**src/rtl/pit_vec_timer.sv**
```systemverilog
module pit_vec_timer #(
  parameter int CW      = 8,
  parameter int VW      = 8,
  parameter int AW      = 32,
  parameter int PRE_DIV = 512
) (
  input  logic          clk,
  input  logic          rst_n,
  input  logic          mode_clk,
  input  logic          tmr_tick,
  input  logic          acc_sel,
  input  logic          wr_en,
  input  logic          rd_en,
  input  logic          sup,
  input  logic [15:0]   wdata,
  output logic [15:0]   rdata,
  input  logic          iack,
  input  logic [AW-1:0] vbase,
  output logic          irq,
  output logic          vec_valid,
  output logic [VW-1:0] vec_data,
  output logic [AW-1:0] vec_addr,
  output logic          wd_prescale
);
  localparam int PW      = $clog2(PRE_DIV);
  localparam int PTP_BIT = CW;
  localparam int SWP_BIT = CW + 1;

  logic [CW-1:0] count_q, cnt_q;
  logic [VW-1:0] vec_q;
  logic [PW-1:0] pre_q;
  logic          ptp_q, swp_q, irq_q;

  wire wr_tmr   = wr_en & sup & ~acc_sel;
  wire wr_vec   = wr_en & sup &  acc_sel;
  wire run      = (count_q != '0);
  wire pre_wrap = (pre_q == PW'(PRE_DIV - 1));
  wire tick_en  = tmr_tick & run & (~ptp_q | pre_wrap);
  wire expire   = tick_en & (cnt_q == CW'(1)) & ~wr_tmr;

  always_ff @(posedge clk) begin
    if (!rst_n) begin
      count_q <= '0;
      cnt_q   <= '0;
      pre_q   <= '0;
      vec_q   <= '0;
      irq_q   <= 1'b0;
      ptp_q   <= ~mode_clk;
      swp_q   <= ~mode_clk;
    end else begin
      if (wr_tmr) begin
        count_q <= wdata[CW-1:0];
        cnt_q   <= wdata[CW-1:0];
        ptp_q   <= wdata[PTP_BIT];
        swp_q   <= wdata[SWP_BIT];
        pre_q   <= '0;
      end else begin
        if (tmr_tick && run) pre_q <= pre_wrap ? '0 : pre_q + 1'b1;
        if (tick_en) cnt_q <= (cnt_q <= CW'(1)) ? count_q : cnt_q - 1'b1;
      end
      if (wr_vec) vec_q <= wdata[VW-1:0];
      irq_q <= expire | (irq_q & ~iack);
    end
  end

  always_comb begin
    rdata = '0;
    if (rd_en && sup) begin
      if (acc_sel) rdata[VW-1:0] = vec_q;
      else begin
        rdata[CW-1:0]  = count_q;
        rdata[PTP_BIT] = ptp_q;
        rdata[SWP_BIT] = swp_q;
      end
    end
  end

  assign irq         = irq_q;
  assign wd_prescale = swp_q;
  assign vec_valid   = iack & irq_q;
  assign vec_data    = vec_valid ? vec_q : '0;
  assign vec_addr    = vbase + (AW'(vec_q) << 2);

  AST_RST_PRESC: assert property (@(posedge clk) disable iff (!rst_n)
    $rose(rst_n) |-> (ptp_q == ~$past(mode_clk)) && (swp_q == ~$past(mode_clk)) && !irq_q);
  AST_ZERO_IDLE: assert property (@(posedge clk) disable iff (!rst_n)
    (count_q == '0) |=> !$rose(irq));
  AST_IRQ_HOLD: assert property (@(posedge clk) disable iff (!rst_n)
    (irq && !iack) |=> irq);
  AST_ACK_CLEAR: assert property (@(posedge clk) disable iff (!rst_n)
    (irq && iack && !expire) |=> !irq);
  AST_ACK_EXPIRE: assert property (@(posedge clk) disable iff (!rst_n)
    (iack && expire) |=> irq);
  AST_USER_WR: assert property (@(posedge clk) disable iff (!rst_n)
    (wr_en && !sup) |=> $stable(count_q) && $stable(vec_q) && $stable(ptp_q) && $stable(swp_q));
  AST_USER_RD: assert property (@(posedge clk) disable iff (!rst_n)
    (rd_en && !sup) |-> (rdata == '0));
  AST_VEC_ADDR: assert property (@(posedge clk) disable iff (!rst_n)
    vec_valid |-> (vec_addr == vbase + (AW'(vec_data) << 2)));
  AST_VEC_IDLE: assert property (@(posedge clk) disable iff (!rst_n)
    !vec_valid |-> (vec_data == '0));
  AST_RSVD_ZERO: assert property (@(posedge clk) disable iff (!rst_n)
    (rd_en && !acc_sel) |-> (rdata[15:10] == 6'd0));
endmodule

```
**config.mk**
```make
export PLATFORM = sky130hd
export DESIGN_NAME = pit_vec_timer
export DESIGN_NICKNAME = d
export VERILOG_FILES = /design/src/rtl/pit_vec_timer.sv
export SDC_FILE = /design/constraint.sdc
export NUM_CORES = 1
export LEC_CHECK = 0
export CAP_MARGIN = 20
export CORE_MARGIN = 2
export CORE_UTILIZATION = 39
export DETAILED_ROUTE_END_ITERATION = 8
export GPL_ROUTABILITY_DRIVEN = 0
export PLACE_DENSITY = 0.78
export SYNTH_ARGS = -nofsm -noshare
export SYNTH_HDL_FRONTEND = slang
export SYNTH_SLANG_ARGS = --single-unit
```
**constraint.sdc**
```tcl
create_clock -name clk -period 2.3 [get_ports clk]
set_input_delay 0.345 -clock clk [delete_from_list [all_inputs] [get_ports clk]]
set_output_delay 0.345 -clock clk [all_outputs]
set_load 0.02 [all_outputs]
```
==> results.yml, run 1 <==
logic_synthesis:
  synth_edf_count: 2
  ys.flop_type: "dfxtp_1"
  avgSynthCellArea_sq_um: 7.736
  synth_cell_type_count: 49
  ys_ff_latch: 36
  synthesis.area_sq_mm: 0.002708
  seq_area_frac_synth: 0.2736
  synthArstFlopShare: 0
  yosysWarnings: 0
  netlist_instances: 350
final_layout:
  multi_input_area_sq_mm: 0.002250
  stdcell_area_sq_mm: 0.004800
  final_util: 0.7104
  regArea_sq_um: 747.0
  fillers: 480
  areaGrowthSynthToFinish_pct: 77.26
  layout-drive-gt1-share: 0.3174
  nets: 592
clocking:
  h-tree-depth: 2
  insertion_delay_ns: 0.29
  numCtsBuffers: 5
  root_buffer: "clkbuf_8"
  clk_pin_slew_ns: 0.07
  cts_sinks: 36
  cts_tree: "yes"
  cts.path.max_buffers: 2
  cts_hold_buf: 0
sta:
  finalHoldViolCount: 0
  fmax_mhz: 359.2
  whs_ns: 0.4835
  rsz0062_at_grt: "yes"
  relSlewSlack: 0.6603
  layout_min_cycle_time_ns: 2.784
  fin_ws_ns: -0.4842
  finalSetupViolCount: 24
  slew_viol_final: 0
  finClkSkew_ns: 0.009665
  min_period_over_period: 1.211
  worst_slew_pin_slew_ns: 0.4967
route:
  wl_per_cell_um: 17.16
  via_per_inst: 5.480
  vias: 3310
  ant_nets: 0
  drc: 0
  routed_wl_mm: 10.37
  drtIter0Drc: 136
  dr.pass1.iters: 5
place:
  dp_worst_setup_slack_ns: -1.191
  portBuffers: 99
  placed_area_sq_mm: 0.004259
  dp.final_hpwl_mm: 7.129
worst_setup_path:
  r2r_setup_slack_ns: 0.19
  end_kind: "output pin"
  start_kind: "register"
  crit_required_ns: 1.96
  r2r_end: "cnt_q[0]$_SDFFE_PN0P_"
  critPathLaunch: "vec_q[0]$_SDFFE_PN0P_"
  reg2reg_depth: 5
  path_max_fanout: 5
  cp.arrival_ns: 2.44
  crit_type: "reg2out"
  r2r_start: "cnt_q[4]$_SDFFE_PN0P_"
global_routing:
  first_global_vias: 3239
  grt_max_degree: 14
  overflow: 0
  grt.total_usage: 0.2608
  antenna_found_initial: 1
  grt_pass1_wl_mm: 15.68
floorplanning:
  fp-row-count: 30
  ioPinCount: 116
  die_w_um: 87.32
  dieHeight_um: 87.32
  coreArea_sq_mm: 0.006756
  fp.dieArea_sq_mm: 0.007625
  initial_utilization: 0.4007
power_and_ir_drop:
  power.total_mw: 1.855
  power.leakage_nw: 2.259
  power_density_mw_per_mm2: 386.5
  peakVddDrop_v: 0.0003159
outcome:
  status: "finished, violations left"
  violations: "setup timing"
worst_hold_path:
  holdPathEnd: "pre_q[1]$_SDFFE_PP0P_"
  min_path_type: "reg2reg"
  hold_start: "pre_q[1]$_SDFFE_PP0P_"
  hold-path-cell-count: 2
flow_run:
  drv_cap: 0
-- report_power, final --
part / internal (mW) / switching (mW) / total (mW) / leakage [nW]
logic: 0.337 / 0.371 / 0.709 / 1.92
clock network: 0.244 / 0.217 / 0.461 / 0.0455
registers: 0.658 / 0.0275 / 0.685 / 0.298
total: 1.24 / 0.616 / 1.86 / 2.26
-- Yosys cell counts, drive strengths merged, types with 2 or more instances --
library cell  instances  share of area
nor2                 38          0.053
nand3                12          0.022
buf                  12          0.032
or4                   4          0.014
o211ai                6          0.017
nand4                 6          0.014
mux2i                16          0.059
clkbuf                4         0.0055
dfxtp                34           0.25
inv                  16          0.022
or3                   2         0.0046
o21a                  2         0.0055
edfxtp                2          0.022
a21o                  3         0.0083
o221ai                2         0.0065
nor3                 15          0.028
and3                  9          0.021
nand2                46          0.064
a21boi                7          0.019
nor2b                 3         0.0069
or2                   2         0.0046
ha                   12          0.055
o21ai                11          0.020
nor4                  9          0.021
a31oi                 6          0.014
xnor2                16          0.052
a211oi                2         0.0055
a21oi                14          0.026
nand2b                3         0.0069
xor2                 21          0.068
-- critical path, stage by stage, from the launching register on --
cell and delay, ns:
dfxtp_2 0.35, ha_4 0.14, inv_2 0.03, fa_2 0.33
nand2b_4 0.16, a21oi_4 0.15, o211ai_1 0.14, buf_4 0.21
nor4_4 0.25, xor2_1 0.22, buf_4 0.17
-- kinds of logic after synthesis --
family | count (synthesis) | share of synthesized area
adder cells (fa/ha/maj) | 13 | 0.06285
multiplexers | 16 | 0.05915
AND/OR/NAND/NOR | 152 | 0.2671
AO/OA/AOI/OAI | 62 | 0.1530
XOR/XNOR | 37 | 0.1197
other | 1 | 0.001385
buffers and inverters | 33 | 0.06330
flip-flops | 36 | 0.2736
-- flip-flops by register name (all words and copies together), names as in the netlist --
| register | cells |
|---|---|
| ptp_q | 1 |
| wd_prescale | 1 |
| count_q | 8 |
| vec_q | 8 |
| irq | 1 |
| pre_q | 9 |
| cnt_q | 8 |
-- cells in the final DEF, fill, tap and decap left out, types with 7 or more instances in the layout --
cell             instances
and3_1                   9
xor2_1                  21
clkdlybuf4s50_1         50
buf_6                    8
nor3_4                   7
nand3_1                 10
dlymetal6s2s_1           8
nor2_1                  33
mux2i_1                 16
o21ai_0                  9
xnor2_1                 13
buf_4                   93
a21boi_0                 7
inv_1                   15
ha_4                     7
nand2_1                 45
nor4_4                   7
dfxtp_1                 29
dlygate4sd2_1           15
a21oi_1                 12
-- cell type report --
cell class / instances / area share
diodes: 1 / 0.0005214
clock buffers: 8 / 0.01877
inverters: 16 / 0.01251
multi-input cells: 286 / 0.4687
flip-flops and latches: 36 / 0.1556
well taps: 80 / 0.02086
repair buffers: 177 / 0.3230
-- routing by layer --
layer | share of wire | track usage
met1 | 0.38 | 0.2912
met2 | 0.51 | 0.4711
met3 | 0.079 | 0.05782
met4 | 0.028 | 0.1119
met5 | 0 | 0
-- worst max-delay path by stage --
stage	end	slack, ns	depth (start not counted)
after floorplan	vec_addr[20]	-0.19	8
after global placement	vec_addr[20]	-1.09	11
after detailed placement	vec_addr[20]	-1.19	11
after CTS	vec_addr[20]	-0.38	10
after global routing	vec_addr[20]	-0.55	10
final	vec_addr[20]	-0.48	10
-- timing repair --
item	in CTS	in global routing
buffers inserted	5	10
gates resized for setup	209	23
gates cloned	2	0
endpoints found under the setup margin	31	29
pin swaps	42	27
-- per-stage QoR --
stage	std cells	setup TNS (ns)
final	604	-6.159
after floorplan	355	-0.6515
after detailed placement	582	-24.97
after global routing	604	-7.243
after global placement	582	-23.61
after CTS	596	-4.599
Note: power is estimated with default switching activity, not from simulation.
==> run 2, diff against run 1 <==
Settings changed: SKIP_LAST_GASP set to 1.
==> run 2 against run 1 <==
The flow still finishes with violations (setup timing). Maximum frequency up 1.4%. Final cell count rose by 0.17%. Sequential power about the same. Wire length down 1.7%. Die area is the same. Clock power about the same. Highest routed layer unchanged. Power is 0.31% lower. Worst setup slack improved by 0.038 ns.
==> results.yml, run 2 (synthesis gave the netlist of run 1 again) <==
final_layout:
  fillers: 486
  layout-drive-gt1-share: 0.3168
  multi_input_area_sq_mm: 0.002218
  nets: 593
  stdcell_area_sq_mm: 0.004770
  layout_common_cells: "buf_4 (95), clkdlybuf4s50_1 (51), nand2_1 (46)"
  areaGrowthSynthToFinish_pct: 76.16
  fin_cells: 605
  layout_commonest_cell: "buf_4"
  largest_reg_flops: 9
  regMostFlops: "pre_q"
  regArea_sq_um: 747.0
  final_util: 0.7059
route:
  wl_per_cell_um: 16.84
  dr.pass1.iters: 4
  drtIter0Drc: 128
  routed_wl_mm: 10.19
  vias: 3340
  via_per_inst: 5.521
  ant_nets: 0
  drc: 0
clocking:
  insertion_delay_ns: 0.29
  cts.path.max_buffers: 2
  cts_hold_buf: 0
  root_buffer: "clkbuf_8"
  h-tree-depth: 2
  cts_tree: "yes"
  numCtsBuffers: 5
  clk_pin_slew_ns: 0.07
  cts_sinks: 36
power_and_ir_drop:
  power.leakage_nw: 2.244
  peakVddDrop_v: 0.0003133
  power.total_mw: 1.849
  power_density_mw_per_mm2: 387.7
floorplanning:
  coreArea_sq_mm: 0.006756
  fp.dieArea_sq_mm: 0.007625
  ioPinCount: 116
  dieHeight_um: 87.32
  initial_utilization: 0.4007
  fp-row-count: 30
  die_w_um: 87.32
place:
  portBuffers: 99
  dp.final_hpwl_mm: 7.129
  dp_worst_setup_slack_ns: -1.191
  placedCellCount: 582
  placed_area_sq_mm: 0.004259
sta:
  slew_viol_final: 0
  tns_ns: -6.240
  fmax_mhz: 364.2
  min_period_over_period: 1.194
  rsz0062_at_grt: "yes"
  worst_slew_pin_slew_ns: 0.5010
  fin_ws_ns: -0.4459
  finalSetupViolCount: 24
  whs_ns: 0.4842
  finalHoldViolCount: 0
  layout_min_cycle_time_ns: 2.746
  relSlewSlack: 0.6574
  finClkSkew_ns: 0.01023
worst_setup_path:
  crit_required_ns: 1.96
  start_kind: "register"
  cp.arrival_ns: 2.40
  crit_type: "reg2out"
  path_max_fanout: 5
  end_kind: "output pin"
worst_hold_path:
  min_path_type: "reg2reg"
global_routing:
  grt_pass1_wl_mm: 15.24
  grt_max_degree: 14
  antenna_found_initial: 1
  first_global_vias: 3168
  grt.total_usage: 0.2532
  overflow: 0
flow_run:
  drv_cap: 0
outcome:
  status: "finished, violations left"
  violations: "setup timing"
==> run 2: routing by layer <==
layer | wire, um | track usage | vias up | share of wire
met5 | 0 | 0 | - | 0
met4 | 299 | 0.09091 | 0 | 0.029
met3 | 920 | 0.06066 | 35 | 0.090
met2 | 5032 | 0.4607 | 185 | 0.49
met1 | 3937 | 0.2844 | 1545 | 0.39
li1 | - | - | 1575 | -
==> run 2: power breakdown <==
group | switching (mW) | leakage, nW | internal [mW]
clock network | 0.216 | 0.0455 | 0.244
logic | 0.368 | 1.90 | 0.336
registers | 0.0280 | 0.298 | 0.658
==> run 2: layout make-up <==
cell class | instances | area share
antenna | 1 | 0.0005247
clock buffer | 8 | 0.01889
inverter | 16 | 0.01259
multi-input combinational | 286 | 0.4651
sequential | 36 | 0.1566
tap | 80 | 0.02099
timing repair buffer | 178 | 0.3253
==> run 2: critical path: stages, from the launching register on <==
cell	delay, ns
dfxtp_2	0.35
ha_4	0.14
inv_2	0.03
fa_2	0.33
nand2b_4	0.15
a21oi_2	0.15
o211ai_1	0.12
buf_4	0.20
nor4_4	0.24
xor2_1	0.22
buf_4	0.17
==> run 2: path summary, 6_finish.rpt <==
check / start / end / slack, ns / cells past startpoint
worst max-delay path: vec_q[0]$_SDFFE_PN0P_ / vec_addr[20] / -0.45 / 10
worst min-delay path: pre_q[8]$_SDFFE_PP0P_ / pre_q[8]$_SDFFE_PP0P_ / 0.48 / 2
worst max register to register: cnt_q[4]$_SDFFE_PN0P_ / cnt_q[0]$_SDFFE_PN0P_ / 0.18 / 5
worst min register to register: pre_q[8]$_SDFFE_PP0P_ / pre_q[8]$_SDFFE_PP0P_ / 0.48 / 2
==> run 2: timing repair <==
action,in CTS,in global routing
gates resized for setup,207,19
setup endpoints to repair,31,29
buffers inserted,5,11
pin swaps,42,25
cloned,2,0
==> run 3, diff against run 2 <==
Settings changed: CTS_CLUSTER_SIZE set to 30.
==> results of run 3 <==
Same layout as run 2: the final DEF is identical, and so are final timing and power.
